<file path="src/rtl/in_ep_pkg.sv">
// Package: shared types for the IN endpoint bank controller.
// Assumes: endpoint kind is fixed at elaboration time.
package in_ep_pkg;
    typedef enum logic [1:0] {
        EP_CTRL = 2'd0,
        EP_ISO  = 2'd1,
        EP_BULK = 2'd2,
        EP_INTR = 2'd3
    } ep_kind_e;
endpackage

</file>
<file path="src/rtl/in_ep_cnt_regs.sv">
// Module: per-bank byte-count registers with a read mux for the link side.
// Assumes: one or two banks; writes to a bank that is not configured are dropped.
module in_ep_cnt_regs #(
    parameter int NUM_BANKS = 2,
    parameter int CNT_W     = 11
) (
    input  logic             clk,
    input  logic             rst_n,
    input  logic             wr_en,
    input  logic             wr_bank,
    input  logic [CNT_W-1:0] wr_val,
    input  logic             rd_bank,
    output logic [CNT_W-1:0] rd_len
);
    localparam int SLOTS = 2;

    logic [SLOTS*CNT_W-1:0] cnt_flat;

    for (genvar b = 0; b < SLOTS; b++) begin : g_bank
        if (b < NUM_BANKS) begin : g_real
            logic [CNT_W-1:0] cnt_q;
            // Capture a firmware byte count aimed at this bank.
            always_ff @(posedge clk) begin
                if (!rst_n) begin
                    cnt_q <= '0;
                end else if (wr_en && (wr_bank == b[0])) begin
                    cnt_q <= wr_val;
                end
            end
            assign cnt_flat[b*CNT_W +: CNT_W] = cnt_q;
        end else begin : g_absent
            assign cnt_flat[b*CNT_W +: CNT_W] = '0;
        end
    end

    // Select the length of the bank on offer.
    always_comb begin
        rd_len = rd_bank ? cnt_flat[CNT_W +: CNT_W] : cnt_flat[0 +: CNT_W];
    end
endmodule

</file>
<file path="src/rtl/in_ep_bank_fsm.sv">
// Module: bank ownership tracker. It holds the busy bit of each bank, the fill
// and send pointers, the in-flight flag and the kill sequencer. It also reports
// a free-bank event when the current bank becomes available to firmware.
// Assumes: strobes are single-cycle and synchronous; the endpoint reset wins over
// everything else.
module in_ep_bank_fsm #(
    parameter int NUM_BANKS = 2
) (
    input  logic       clk,
    input  logic       rst_n,
    input  logic       ep_reset,
    input  logic       release_req,
    input  logic       kill_req,
    input  logic       lnk_start,
    input  logic       lnk_done,
    output logic       cur_bank,
    output logic       snd_bank,
    output logic [1:0] busy_cnt,
    output logic       own,
    output logic       kill_pend,
    output logic       offer,
    output logic       rdy_evt
);
    localparam bit HAS_PAIR = (NUM_BANKS == 2);

    logic [1:0] busy_q, busy_n;
    logic       cur_q, cur_n;
    logic       snd_q, snd_n;
    logic       sending_q, sending_n;
    logic       kill_q, kill_n;

    logic last_bank;
    logic commit, start_acc, done_acc;
    logic kill_block, kill_exec, kill_noop, kill_accept;
    logic own_n;

    // Decode the accepted commands from the current state.
    always_comb begin
        last_bank   = HAS_PAIR ? ~cur_q : 1'b0;
        own         = ~busy_q[cur_q];
        commit      = release_req && own && !kill_q;
        offer       = busy_q[snd_q] && !sending_q && !(kill_q && (snd_q == last_bank));
        start_acc   = lnk_start && offer;
        done_acc    = lnk_done && sending_q;
        kill_block  = kill_q && sending_q && (snd_q == last_bank);
        kill_exec   = kill_q && busy_q[last_bank] && !kill_block;
        kill_noop   = kill_q && !busy_q[last_bank];
        kill_accept = kill_req && !kill_q && (busy_q != 2'b00);
    end

    // Work out the next bank state from the accepted commands.
    always_comb begin
        busy_n    = busy_q;
        cur_n     = cur_q;
        snd_n     = snd_q;
        sending_n = sending_q;
        kill_n    = kill_q;
        if (commit) begin
            busy_n[cur_q] = 1'b1;
            cur_n         = HAS_PAIR ? ~cur_q : 1'b0;
        end
        if (start_acc) begin
            sending_n = 1'b1;
        end
        if (done_acc) begin
            busy_n[snd_q] = 1'b0;
            snd_n         = HAS_PAIR ? ~snd_q : 1'b0;
            sending_n     = 1'b0;
        end
        if (kill_exec) begin
            busy_n[last_bank] = 1'b0;
            cur_n             = last_bank;
            kill_n            = 1'b0;
        end
        if (kill_noop) begin
            kill_n = 1'b0;
        end
        if (kill_accept) begin
            kill_n = 1'b1;
        end
        if (ep_reset) begin
            busy_n    = 2'b00;
            cur_n     = 1'b0;
            snd_n     = 1'b0;
            sending_n = 1'b0;
            kill_n    = 1'b0;
        end
        own_n   = ~busy_n[cur_n];
        rdy_evt = own_n && (!own || commit || kill_exec);
    end

    // Register the bank state.
    always_ff @(posedge clk) begin
        if (!rst_n) begin
            busy_q    <= 2'b00;
            cur_q     <= 1'b0;
            snd_q     <= 1'b0;
            sending_q <= 1'b0;
            kill_q    <= 1'b0;
        end else begin
            busy_q    <= busy_n;
            cur_q     <= cur_n;
            snd_q     <= snd_n;
            sending_q <= sending_n;
            kill_q    <= kill_n;
        end
    end

    // Drive the busy count and the pointers out.
    always_comb begin
        busy_cnt  = {1'b0, busy_q[0]} + {1'b0, busy_q[1]};
        cur_bank  = cur_q;
        snd_bank  = snd_q;
        kill_pend = kill_q;
    end

    AST_COMMIT_INCR: assert property (@(posedge clk) disable iff (!rst_n)
        (commit && !done_acc && !ep_reset) |=> (busy_cnt == $past(busy_cnt) + 2'd1))
        else $error("commit did not raise busy count");

    AST_DONE_DECR: assert property (@(posedge clk) disable iff (!rst_n)
        (done_acc && !commit && !kill_exec && !ep_reset) |=> (busy_cnt == $past(busy_cnt) - 2'd1))
        else $error("completion did not lower busy count");

    AST_BUSY_BOUND: assert property (@(posedge clk) disable iff (!rst_n)
        (busy_cnt <= 2'(NUM_BANKS)))
        else $error("busy count beyond bank count");

    AST_EP_RESET_CLEAN: assert property (@(posedge clk) disable iff (!rst_n)
        ep_reset |=> (busy_cnt == 2'd0 && cur_bank == 1'b0 && !kill_pend))
        else $error("endpoint reset left state behind");

    AST_KILL_HOLDS: assert property (@(posedge clk) disable iff (!rst_n)
        (kill_block && !ep_reset) |=> kill_pend)
        else $error("kill cleared while target in flight");
endmodule

</file>
<file path="src/rtl/in_ep_fw_flags.sv">
// Module: firmware-visible flags: transmit-ready, interrupt enable, interrupt
// line and the abort flag.
// Assumes: the free-bank event comes from the bank tracker; the abort detector
// exists only for control and isochronous endpoints.
module in_ep_fw_flags
    import in_ep_pkg::*;
#(
    parameter ep_kind_e EP_KIND = EP_CTRL
) (
    input  logic clk,
    input  logic rst_n,
    input  logic ep_reset,
    input  logic rdy_evt,
    input  logic rdy_ack,
    input  logic ie_set,
    input  logic ie_clr,
    input  logic zlp_out,
    input  logic in_stage,
    input  logic abort_ack,
    output logic tx_rdy,
    output logic irq_en,
    output logic irq,
    output logic abort_flag
);
    localparam bit ABORT_CAPABLE = (EP_KIND == EP_CTRL) || (EP_KIND == EP_ISO);

    logic rdy_q, ie_q;

    // Transmit-ready: set on a free-bank event, cleared by acknowledge.
    always_ff @(posedge clk) begin
        if (!rst_n) begin
            rdy_q <= 1'b1;
        end else if (ep_reset || rdy_evt) begin
            rdy_q <= 1'b1;
        end else if (rdy_ack) begin
            rdy_q <= 1'b0;
        end
    end

    // Interrupt enable with set taking priority.
    always_ff @(posedge clk) begin
        if (!rst_n) begin
            ie_q <= 1'b0;
        end else if (ie_set) begin
            ie_q <= 1'b1;
        end else if (ie_clr) begin
            ie_q <= 1'b0;
        end
    end

    if (ABORT_CAPABLE) begin : g_abort
        logic ab_q;
        // Latch a zero-length OUT seen during the IN data stage.
        always_ff @(posedge clk) begin
            if (!rst_n) begin
                ab_q <= 1'b0;
            end else if (zlp_out && in_stage) begin
                ab_q <= 1'b1;
            end else if (abort_ack) begin
                ab_q <= 1'b0;
            end
        end
        assign abort_flag = ab_q;

        AST_ABORT_SETS: assert property (@(posedge clk) disable iff (!rst_n)
            (zlp_out && in_stage) |=> abort_flag)
            else $error("abort not flagged");
    end else begin : g_no_abort
        assign abort_flag = 1'b0;
    end

    // Combine flag and enable into the interrupt line.
    always_comb begin
        tx_rdy = rdy_q;
        irq_en = ie_q;
        irq    = rdy_q && ie_q;
    end

    AST_ACK_DROPS_RDY: assert property (@(posedge clk) disable iff (!rst_n)
        (rdy_ack && !rdy_evt && !ep_reset) |=> !tx_rdy)
        else $error("acknowledge did not clear ready");

    AST_EP_RESET_RDY: assert property (@(posedge clk) disable iff (!rst_n)
        ep_reset |=> tx_rdy)
        else $error("endpoint reset did not raise ready");
endmodule

</file>
<file path="src/rtl/in_ep_bank_ctrl.sv">
// Module: top of the dual-bank IN endpoint transmit controller. It ties the
// byte-count registers, the bank tracker and the firmware flags together.
// Assumes: one clock domain; all firmware and link strobes are single-cycle pulses.
module in_ep_bank_ctrl
    import in_ep_pkg::*;
#(
    parameter int       NUM_BANKS = 2,
    parameter int       CNT_W     = 11,
    parameter ep_kind_e EP_KIND   = EP_CTRL
) (
    input  logic             clk,
    input  logic             rst_n,
    input  logic             fw_cnt_we,
    input  logic             fw_cnt_bank,
    input  logic [CNT_W-1:0] fw_cnt_val,
    input  logic             fw_release,
    input  logic             fw_rdy_ack,
    input  logic             fw_ie_set,
    input  logic             fw_ie_clr,
    input  logic             fw_kill_req,
    input  logic             fw_ep_reset,
    input  logic             fw_abort_ack,
    output logic             fw_cur_bank,
    output logic [1:0]       fw_busy_cnt,
    output logic             fw_tx_rdy,
    output logic             fw_own,
    output logic             fw_kill_pend,
    output logic             fw_irq_en,
    output logic             fw_irq,
    output logic             fw_abort,
    output logic             lnk_valid,
    output logic             lnk_bank,
    output logic [CNT_W-1:0] lnk_len,
    input  logic             lnk_start,
    input  logic             lnk_done,
    input  logic             lnk_zlp_out,
    input  logic             lnk_in_stage
);
    logic rdy_evt;

    in_ep_cnt_regs #(
        .NUM_BANKS (NUM_BANKS),
        .CNT_W     (CNT_W)
    ) cnt_i (
        .clk     (clk),
        .rst_n   (rst_n),
        .wr_en   (fw_cnt_we),
        .wr_bank (fw_cnt_bank),
        .wr_val  (fw_cnt_val),
        .rd_bank (lnk_bank),
        .rd_len  (lnk_len)
    );

    in_ep_bank_fsm #(
        .NUM_BANKS (NUM_BANKS)
    ) fsm_i (
        .clk         (clk),
        .rst_n       (rst_n),
        .ep_reset    (fw_ep_reset),
        .release_req (fw_release),
        .kill_req    (fw_kill_req),
        .lnk_start   (lnk_start),
        .lnk_done    (lnk_done),
        .cur_bank    (fw_cur_bank),
        .snd_bank    (lnk_bank),
        .busy_cnt    (fw_busy_cnt),
        .own         (fw_own),
        .kill_pend   (fw_kill_pend),
        .offer       (lnk_valid),
        .rdy_evt     (rdy_evt)
    );

    in_ep_fw_flags #(
        .EP_KIND (EP_KIND)
    ) flags_i (
        .clk        (clk),
        .rst_n      (rst_n),
        .ep_reset   (fw_ep_reset),
        .rdy_evt    (rdy_evt),
        .rdy_ack    (fw_rdy_ack),
        .ie_set     (fw_ie_set),
        .ie_clr     (fw_ie_clr),
        .zlp_out    (lnk_zlp_out),
        .in_stage   (lnk_in_stage),
        .abort_ack  (fw_abort_ack),
        .tx_rdy     (fw_tx_rdy),
        .irq_en     (fw_irq_en),
        .irq        (fw_irq),
        .abort_flag (fw_abort)
    );
endmodule

</file>
<file path="config.mk">
export PLATFORM = sky130hd
export DESIGN_NAME = in_ep_bank_ctrl
export DESIGN_NICKNAME = d
export VERILOG_FILES = /design/src/rtl/in_ep_pkg.sv /design/src/rtl/in_ep_cnt_regs.sv /design/src/rtl/in_ep_bank_fsm.sv /design/src/rtl/in_ep_fw_flags.sv /design/src/rtl/in_ep_bank_ctrl.sv
export SDC_FILE = /design/constraint.sdc
export NUM_CORES = 1
export LEC_CHECK = 0
export BUFFER_PORTS_ARGS = -buffer_cell sky130_fd_sc_hd__buf_2
export CAP_MARGIN = 20
export CORE_MARGIN = 2
export CORE_UTILIZATION = 45
export DETAILED_ROUTE_END_ITERATION = 10
export PLACE_DENSITY_LB_ADDON = 0.15
export SYNTH_ARGS = -nofsm -noshare
export SYNTH_HDL_FRONTEND = slang
export SYNTH_SLANG_ARGS = --single-unit
</file>
<file path="constraint.sdc">
create_clock -name clk -period 3.4 [get_ports clk]
set_input_delay 0.17 -clock clk [delete_from_list [all_inputs] [get_ports clk]]
set_output_delay 0.17 -clock clk [all_outputs]
set_load 0.01 [all_outputs]
</file>
==> out/results.env, run 1 <==
GRT_MAX_DEGREE=27
SYN_AREA_SQ_UM=1490
AVG_CELL_AREA_SYN_SQ_UM=8.62
STATUS='complete, no violations'
SETUP_TOTAL_NEGATIVE_SLACK_PS=0
YS_SEQ_ELEMENTS=31
FINAL_CELL_AREA_SQ_UM=1810
DRTITER0DRC=115
WORSTSETUPPATHTYPE='reg2out'
CTS_MAX_PATH_BUFFERS=2
INITIAL_CORE_UTILIZATION_PCT=48.1
SYNTH_COMPOUND_GATE_AREA_SHARE_PCT=19.5
PRE_CTS_WS_PS=1580
POWER_PER_STANDARD_CELL_AREA_nW_PER_UM2=422
GRT_OVERFLOW=0
VIAS_IN_THE_FIRST_GLOBAL_ROUTE=1273
CRIT_FANOUT=20
PIN_COUNT=48
LAYOUT_WORST_PATH_CYCLE_SHARE_PCT=60.8
GPL_WTD_CONG=0.892
YOSYSSEQAREASHARE_PCT=41.6
TIGHTESTPINTRANSITION_PS=891
TIMING.FINAL.WS_SETUP_PS=1330
HOLD-WORST-SLACK_PS=43.4
POST-CTS-SETUP-BUFFER-COUNT=0
HOLD_VIOLATIONS_FINAL=0
POST_ROUTE_CELLS_DRIVE_ABOVE_1_SHARE_PCT=32.6
CLOCK_NETWORK_LATENCY_TO_THE_LATER_PIN_OF_THE_WORST_SKEW_PAIR_PS=330
WIRE_LENGTH_OF_THE_FIRST_GLOBAL_ROUTING_PASS_MICRONS=5240
GRT_SETUP_UNREPAIRED='false'
PORTBUFFERS=47
POSTSYNTH.TOPFLOPCELL='dfxtp_1'
CTS_REPAIR_RESIZED_INSTS=0
GRT_MOST_USED_LAYER='met2'
TIMING.FINAL.SETUP_VIOLATIONS=0
GRTUSAGETOTAL_PCT=19.0
CLOCK-SKEW-FINAL_PS=4.59
REG2REG_FROM='fsm_i.snd_bank$_SDFFE_PP0N_'
DOMINANT_COMBINATIONAL_CELL_FAMILY_BY_AREA_AFTER_SYNTHESIS='simple AND/OR/NAND/NOR gates'
NUM-FILL-CELLS=316
FP.DIEW_MICRONS=61.6
FINAL_STAGE_NET_COUNT=245
HP-CLASS='in2reg'
SYNTH-ADDER-AREA-SHARE_PCT=1.68
DATA_REQUIRED_TIME_AT_THE_WORST_ENDPOINT_PS=3230
YOSYS.AREA_SHARE.XOR_XNOR_PCT=1.17
VIAS_PER_CELL=5.08
WORST_VOLTAGE_DROP_ACROSS_THE_VDD_GRID_uV=399
DRV_SLEW=0
DRCVIOLATIONCOUNT=0
DRT.ANTENNA.VIOLATING_NETS=0
CTS_TREE='yes'
CAP_VIOL_MAX_COUNT=0
SYNTHMUXAREASHARE_PCT=9.65
ELEMENT_TYPE_AT_THE_CRITICAL_PATH_START='flop'
NUMCTSBUFFERS=5
ACHIEVABLE-FREQUENCY_GHz=0.484
USE_MET1_PCT=19.3
CLOCK_SINK_COUNT=31
CTS_MAX_LEVEL=2
YOSYSUNIQUECELLTYPES=34
MULTI_INPUT_AREA_SQ_UM=807
FINALCRITICALPERIOD_PS=2070
TIMING.HOLD.WORST.START='fw_ie_set'
POST_SYNTHESIS_SHARE_OF_CELL_AREA_SPENT_ON_AND_OR_NAND_AND_NOR_GATES_PCT=22.1
GRT_USE_MET3_PCT=6.51
CTSHOLDBUFFERS=0
LAYOUT_COMMONEST_CELL='nand2_1'
ROW_COUNT=20
GRT_UTIL_MET2_PCT=35.6
CP.ARRIVAL_PS=1900
RELSLEWSLACK_PCT=40.5
CELLS_AFTER_SYNTHESIS=173
POSTSYNTHNETCOUNT=201
STATIC-LEAKAGE-POWER_nW=0.800
ANTENNA_FOUND_INITIAL=0
PLACE.DETAILED.INSTANCES=254
FLOORPLAN.DIE_AREA_SQ_UM=3790
FF_LATCH_AREA_SQ_UM=621
DIODES=0
CTS_ROOT_BUF='clkbuf_4'
DRT_WL_TOTAL_MICRONS=3220
DRT_PRE_ANTENNA_ITERS=4
ROUTEDWLPERCELL_MICRONS=12.3
CORE_SQ_UM=3100
SYNTH_ASYNC_SR_FLOP_SHARE_PCT=0
FLOW.AREA_GROWTH_FROM_SYNTHESIS_PCT=21.6
DIE_Y_MICRONS=61.6
MOST-COMMON-LAYOUT-CELLS='nand2_1 (48), buf_2 (47), dfxtp_1 (31), a21boi_0 (24), mux2_2 (11)'
CRIT_START='fsm_i.snd_bank$_SDFFE_PP0N_'
SYNTH.YOSYS.WARNINGS=0
PLACED_AREA_SQ_UM=1730
PATH_CLK_SLEW_PS=100
WORSTSETUPENDPOINTTYPE='output port'
DP.FINAL_HPWL_MICRONS=2330
INSTANCES_NO_FILL=262
SYNTH_ENABLE_FLOP_CELLS=0
ROUTED_VIAS=1332
## cell usage after synthesis, types with 3 or more instances
| master | count | area [sq um] |
|---|---|---|
| clkbuf_1 | 6 | 22.5 |
| dfxtp_1 | 31 | 621 |
| a21boi_0 | 24 | 180 |
| nor2b_1 | 3 | 18.8 |
| nand2b_1 | 5 | 31.3 |
| mux2_2 | 11 | 124 |
| nand2_1 | 48 | 180 |
| nor2_1 | 4 | 15.0 |
| inv_1 | 4 | 15.0 |
| a21oi_1 | 5 | 25.0 |
## sequential cells by signal, indices dropped and copies added, names as in the netlist
name and cells:
fsm_i.sending_q 1, flags_i.abort_flag 1, fsm_i.cur_bank 1, fsm_i.snd_bank 1, fsm_i.busy_q 2, cnt_i.g_bank.g_real.cnt_q 22
fsm_i.kill_pend 1, flags_i.tx_rdy 1, flags_i.irq_en 1
## where the power goes
part	leakage (nW)	internal (W)	switching [W]
registers	0.253	0.000379	0.0000115
clock network	0.0452	0.000155	0.000131
logic	0.501	0.0000430	0.0000461
total	0.800	0.000576	0.000189
## cell type report
class / count / share of cell area [%]
Clock inverter: 3 / 2.41
Inverter: 4 / 0.828
Tap cell: 44 / 3.03
Sequential cell: 31 / 34.2
Timing Repair Buffer: 47 / 13.0
Multi-Input combinational cell: 128 / 44.5
Clock buffer: 5 / 2.07
## routing by layer
| layer | routed length, microns | vias up |
|---|---|---|
| met3 | 213 | 6 |
| met2 | 1680 | 37 |
| li1 | - | 680 |
| met4 | 40 | 0 |
| met1 | 1290 | 609 |
| met5 | 0 | - |
## metrics by stage
step                      utilization, %  power, W
after global routing                58.5  0.000805
after detailed placement            55.8  0.000489
after floorplan                        -  0.000451
after global placement              55.8  0.000486
after CTS                           58.5  0.000778
final                               58.5  0.000765
## worst paths after layout
kind / endpoint / slack, ps / cells past startpoint
max: lnk_valid / 1330 / 3
min: flags_i.irq_en$_SDFFE_PN0P_ / 40 / 2
max reg2reg: fsm_i.cur_bank$_SDFF_PN0_ / 1570 / 4
min reg2reg: cnt_i.g_bank[0].g_real.cnt_q[6]$_SDFFE_PN0P_ / 470 / 2
## cells by family (layout without fill, tap and decap cells)
group,Yosys count,after routing
compound gates,39,39
xor+xnor,2,2
fa+ha+maj,2,2
buf+inv,14,59
flops,31,31
mux,13,13
simple gates,72,72
## critical path, cell delays in order (launching register included)
cell and delay (ps):
dfxtp_1 920, o211ai_1 230, a21oi_1 260, buf_2 170
Power figures use the tool's default switching activity.
==> run 2: changes to the inputs <==
--- a/config.mk
+++ b/config.mk
@@ -5,6 +5,7 @@
 export SDC_FILE = /design/constraint.sdc
 export NUM_CORES = 1
 export LEC_CHECK = 0
+export ABC_AREA = 1
 export BUFFER_PORTS_ARGS = -buffer_cell sky130_fd_sc_hd__buf_2
 export CAP_MARGIN = 20
 export CORE_MARGIN = 2
==> constraint.sdc (replaced) <==
create_clock -name clk -period 2 [get_ports clk]
set_input_delay 0.1 -clock clk [delete_from_list [all_inputs] [get_ports clk]]
set_output_delay 0.1 -clock clk [all_outputs]
set_load 0.01 [all_outputs]
==> run 2 against run 1 <==
- synthesized cell count is 28% higher
- cell area is 3.3% higher
- first-iteration DRC count shrank 56%
==> out/results.env, run 2 <==
FINAL_STAGE_NET_COUNT=303  # was 245
SYNTH_ENABLE_FLOP_CELLS=0  # unchanged
DRT_WL_TOTAL_MICRONS=3310  # was 3220 microns
TOP_REGISTER_BY_NUMBER_OF_FLIP_FLOPS='cnt_i.g_bank.g_real.cnt_q'  # unchanged
ACHIEVABLE-FREQUENCY_GHz=0.610
USE_MET1_PCT=21.9  # was 19.3%
CP.ARRIVAL_PS=1540  # was 1900 ps
ROUTED_VIAS=1443  # was 1332
CRIT_FANOUT=9  # was 20
FINALCRITICALPERIOD_PS=1640
SYN_AREA_SQ_UM=1480  # was 1490 sq um
HP-CLASS='in2reg'  # unchanged
TIMING.FINAL.SETUP_VIOLATIONS=0  # unchanged
CTS_ROOT_BUF='clkbuf_4'  # unchanged
FP.DIEW_MICRONS=61.3  # was 61.6 microns
GPL_WTD_CONG=0.835  # was 0.892
CORE_SQ_UM=3080  # was 3100 sq um
DIODES=0  # unchanged
VIAS_PER_CELL=4.51  # was 5.08
INITIAL_CORE_UTILIZATION_PCT=48.0  # was 48.1%
DRV_SLEW=0  # unchanged
YOSYSSEQAREASHARE_PCT=42.0  # was 41.6%
POWER_PER_STANDARD_CELL_AREA_nW_PER_UM2=653  # was 422 nW/um^2
FLOW.AREA_GROWTH_FROM_SYNTHESIS_PCT=26.7  # was 21.6%
WORSTSETUPPATHTYPE='reg2out'  # unchanged
RELSLEWSLACK_PCT=61.6  # was 40.5%
ANTENNA_FOUND_INITIAL=0  # unchanged
CELLS_AFTER_SYNTHESIS=221  # was 173
WORSTSETUPENDPOINTTYPE='output port'  # unchanged
TIGHTESTPINTRANSITION_PS=573  # was 891 ps
FINAL_CELL_AREA_SQ_UM=1870  # was 1810 sq um
STATIC-LEAKAGE-POWER_nW=0.944  # was 0.800 nW
CRITICAL-PATH-MAX-STAGE-DELAY_PS=600  # was 920 ps
VIAS_IN_THE_FIRST_GLOBAL_ROUTE=1315  # was 1273
REG.LARGEST.LIST='cnt_i.g_bank.g_real.cnt_q x22, fsm_i.busy_q x2'  # unchanged
WIRE_LENGTH_OF_THE_FIRST_GLOBAL_ROUTING_PASS_MICRONS=5400  # was 5240 microns
POSTSYNTH.TOPFLOPCELL='dfxtp_1'  # unchanged
LAYOUT_COMMONEST_CELL='nor2_1'  # was nand2_1
PORTBUFFERS=47  # unchanged
SETUP_TOTAL_NEGATIVE_SLACK_PS=0  # unchanged
GRT_MAX_DEGREE=26  # was 27
GRT_MOST_USED_LAYER='met2'  # unchanged
DP.FINAL_HPWL_MICRONS=2270  # was 2330 microns
PIN_COUNT=48  # unchanged
NUMCTSBUFFERS=5  # unchanged
STATUS='complete, no violations'  # unchanged
SYNTH_ASYNC_SR_FLOP_SHARE_PCT=0  # unchanged
PLACED_AREA_SQ_UM=1730  # about the same
AVG_CELL_AREA_SYN_SQ_UM=6.69  # was 8.62 sq um
SYNTH_TOP_CELLS_BY_AREA='dfxtp_1 (42%), nor2_1 (13%), nand2_1 (12%)'  # was dfxtp_1 (42%), a21boi_0 (12%), nand2_1 (12%)
POSTSYNTHNETCOUNT=249  # was 201
WORST_PATH_DOMINANT_CELL_FAMILY='flip-flops'  # unchanged
DRT_PRE_ANTENNA_ITERS=4  # unchanged
DRT.ANTENNA.VIOLATING_NETS=0  # unchanged
CRIT_SLOWEST_CELL='dfxtp_1'  # unchanged
DRCVIOLATIONCOUNT=0  # unchanged
GRT_SETUP_UNREPAIRED='false'  # unchanged
SYNTH.YOSYS.WARNINGS=0  # unchanged
GRT_OVERFLOW=0  # unchanged
GRT_UTIL_MET2_PCT=35.4  # was 35.6%
FLOORPLAN.DIE_AREA_SQ_UM=3760  # was 3790 sq um
PORTION_OF_SYNTHESIZED_CELL_AREA_OCCUPIED_BY_THE_LEADING_CELL_TYPE_PCT=42.0  # was 41.6%
CTS_MAX_PATH_BUFFERS=2  # unchanged
POST_ROUTE_CELLS_DRIVE_ABOVE_1_SHARE_PCT=25.4  # was 32.6%
GRTUSAGETOTAL_PCT=19.7  # was 19.0%
CELL_BY_CELL_TRACE_OF_THE_CRITICAL_PATH='nand2_1 > nand3_1 > nor3b_2 > buf_2'  # was o211ai_1 > a21oi_1 > buf_2
CLOCK_SINK_COUNT=31  # unchanged
DATA_REQUIRED_TIME_AT_THE_WORST_ENDPOINT_PS=1900  # was 3230 ps
DIE_Y_MICRONS=61.3  # was 61.6 microns
CLOCK_NETWORK_LATENCY_TO_THE_LATER_PIN_OF_THE_WORST_SKEW_PAIR_PS=330  # about the same
GRT_USE_MET3_PCT=6.30  # was 6.51%
CTS_TREE='yes'  # unchanged
YOSYSUNIQUECELLTYPES=23  # was 34
CAP_VIOL_MAX_COUNT=0  # unchanged
HOLD_VIOLATIONS_FINAL=0  # unchanged
ROUTEDWLPERCELL_MICRONS=10.3  # was 12.3 microns
SYNTH_COMMONEST_CELLS='nor2_1 (51), nand2_1 (49), dfxtp_1 (31)'  # was nand2_1 (48), dfxtp_1 (31), a21boi_0 (24)
SYNTHMOSTINSTANTIATEDCELL='nor2_1'  # was nand2_1
PATH_CLK_SLEW_PS=100  # about the same
LAYOUT_WORST_PATH_CYCLE_SHARE_PCT=82.0
MOST-COMMON-LAYOUT-CELLS='nor2_1 (51), nand2_1 (49), buf_2 (47), dfxtp_1 (31), o21ai_0 (25)'  # was nand2_1 (48), buf_2 (47), dfxtp_1 (31), a21boi_0 (24), mux2_2 (11)
CLOCK-SKEW-FINAL_PS=4.01  # was 4.59 ps
TIMING.CRITICAL_PATH.BUF_INV=1  # unchanged
CTS_MAX_LEVEL=2  # unchanged
WORST_VOLTAGE_DROP_ACROSS_THE_VDD_GRID_uV=410  # was 399 uV
ROW_COUNT=20  # unchanged
YS_SEQ_ELEMENTS=31  # unchanged
DRTITER0DRC=51  # was 115
LARGEST_AREA_CONTRIBUTOR_IN_THE_NETLIST='dfxtp_1'  # unchanged
ELEMENT_TYPE_AT_THE_CRITICAL_PATH_START='flop'  # unchanged
LARGEST_REGISTER_FF_COUNT=22  # unchanged
==> run 2: tightest hold or removal path: cells and delay by family <==
kind,cells,cell delay [ps]
buf+inv,1,90
simple gates,2,120
==> run 2: where the power goes <==
group          internal, W  total, W  switching, W
clock network     0.000135  0.000357      0.000222
logic            0.0000864  0.000193      0.000107
registers         0.000653  0.000674     0.0000212
==> run 2: stage by stage <==
stage	power [W]	hold WS [ps]	utilization (%)	instances	setup WS [ps]
after CTS	0.00123	0.633	60.6	319	355
after global placement	0.000868	308	56.2	303	586
after floorplan	0.000801	217	-	221	757
final	0.00122	6.87	60.9	320	361
after global routing	0.00130	3.50	60.9	320	239
after detailed placement	0.000870	311	56.2	303	563
==> run 2: cell type report <==
class	count	area, sq um
timing repair buffer	57	333
clock buffer	6	41.3
tap	44	55.1
fill	316	1200
clock inverter	2	12.5
multi-input combinational	159	731
inverter	21	81.3
sequential	31	621
==> run 2: timing repair <==
item / 4_1_cts / 5_1_grt
hold endpoints to repair: 8 / 1
setup buffers: 0 / 0
setup endpoints to repair: 0 / 0
gates resized for setup: 0 / 0
hold buffers: 8 / 1
==> run 2: kinds of logic (layout without fill, tap and decap cells) <==
family,after synthesis,count (layout),synth area share (%)
simple gates,124,124,36.5
buf+inv,31,86,8.63
compound gates,33,33,11.3
flops,31,31,42.0
fa+ha+maj,2,2,1.69
==> run 2: worst paths after layout <==
| check | cells past startpoint | endpoint | slack [ps] | start |
|---|---|---|---|---|
| setup / recovery | 4 | lnk_valid | 360 | fsm_i.cur_bank$_SDFF_PN0_ |
| hold / removal | 3 | cnt_i.g_bank[0].g_real.cnt_q[4]$_SDFFE_PN0P_ | 7 | fw_cnt_val[4] |
| setup reg to reg | 9 | flags_i.tx_rdy$_SDFFE_PP1P_ | 570 | fsm_i.cur_bank$_SDFF_PN0_ |
| hold reg to reg | 2 | cnt_i.g_bank[0].g_real.cnt_q[7]$_SDFFE_PN0P_ | 460 | cnt_i.g_bank[0].g_real.cnt_q[7]$_SDFFE_PN0P_ |
==> run 2: layer usage <==
| layer | vias to the layer above | wire length, microns | share of wire, % |
|---|---|---|---|
| li1 | 797 | - | - |
| met5 | - | 0 | 0 |
| met2 | 28 | 1630 | 49 |
| met3 | 4 | 137 | 4.1 |
| met1 | 614 | 1510 | 46 |
| met4 | 0 | 29 | 0.88 |
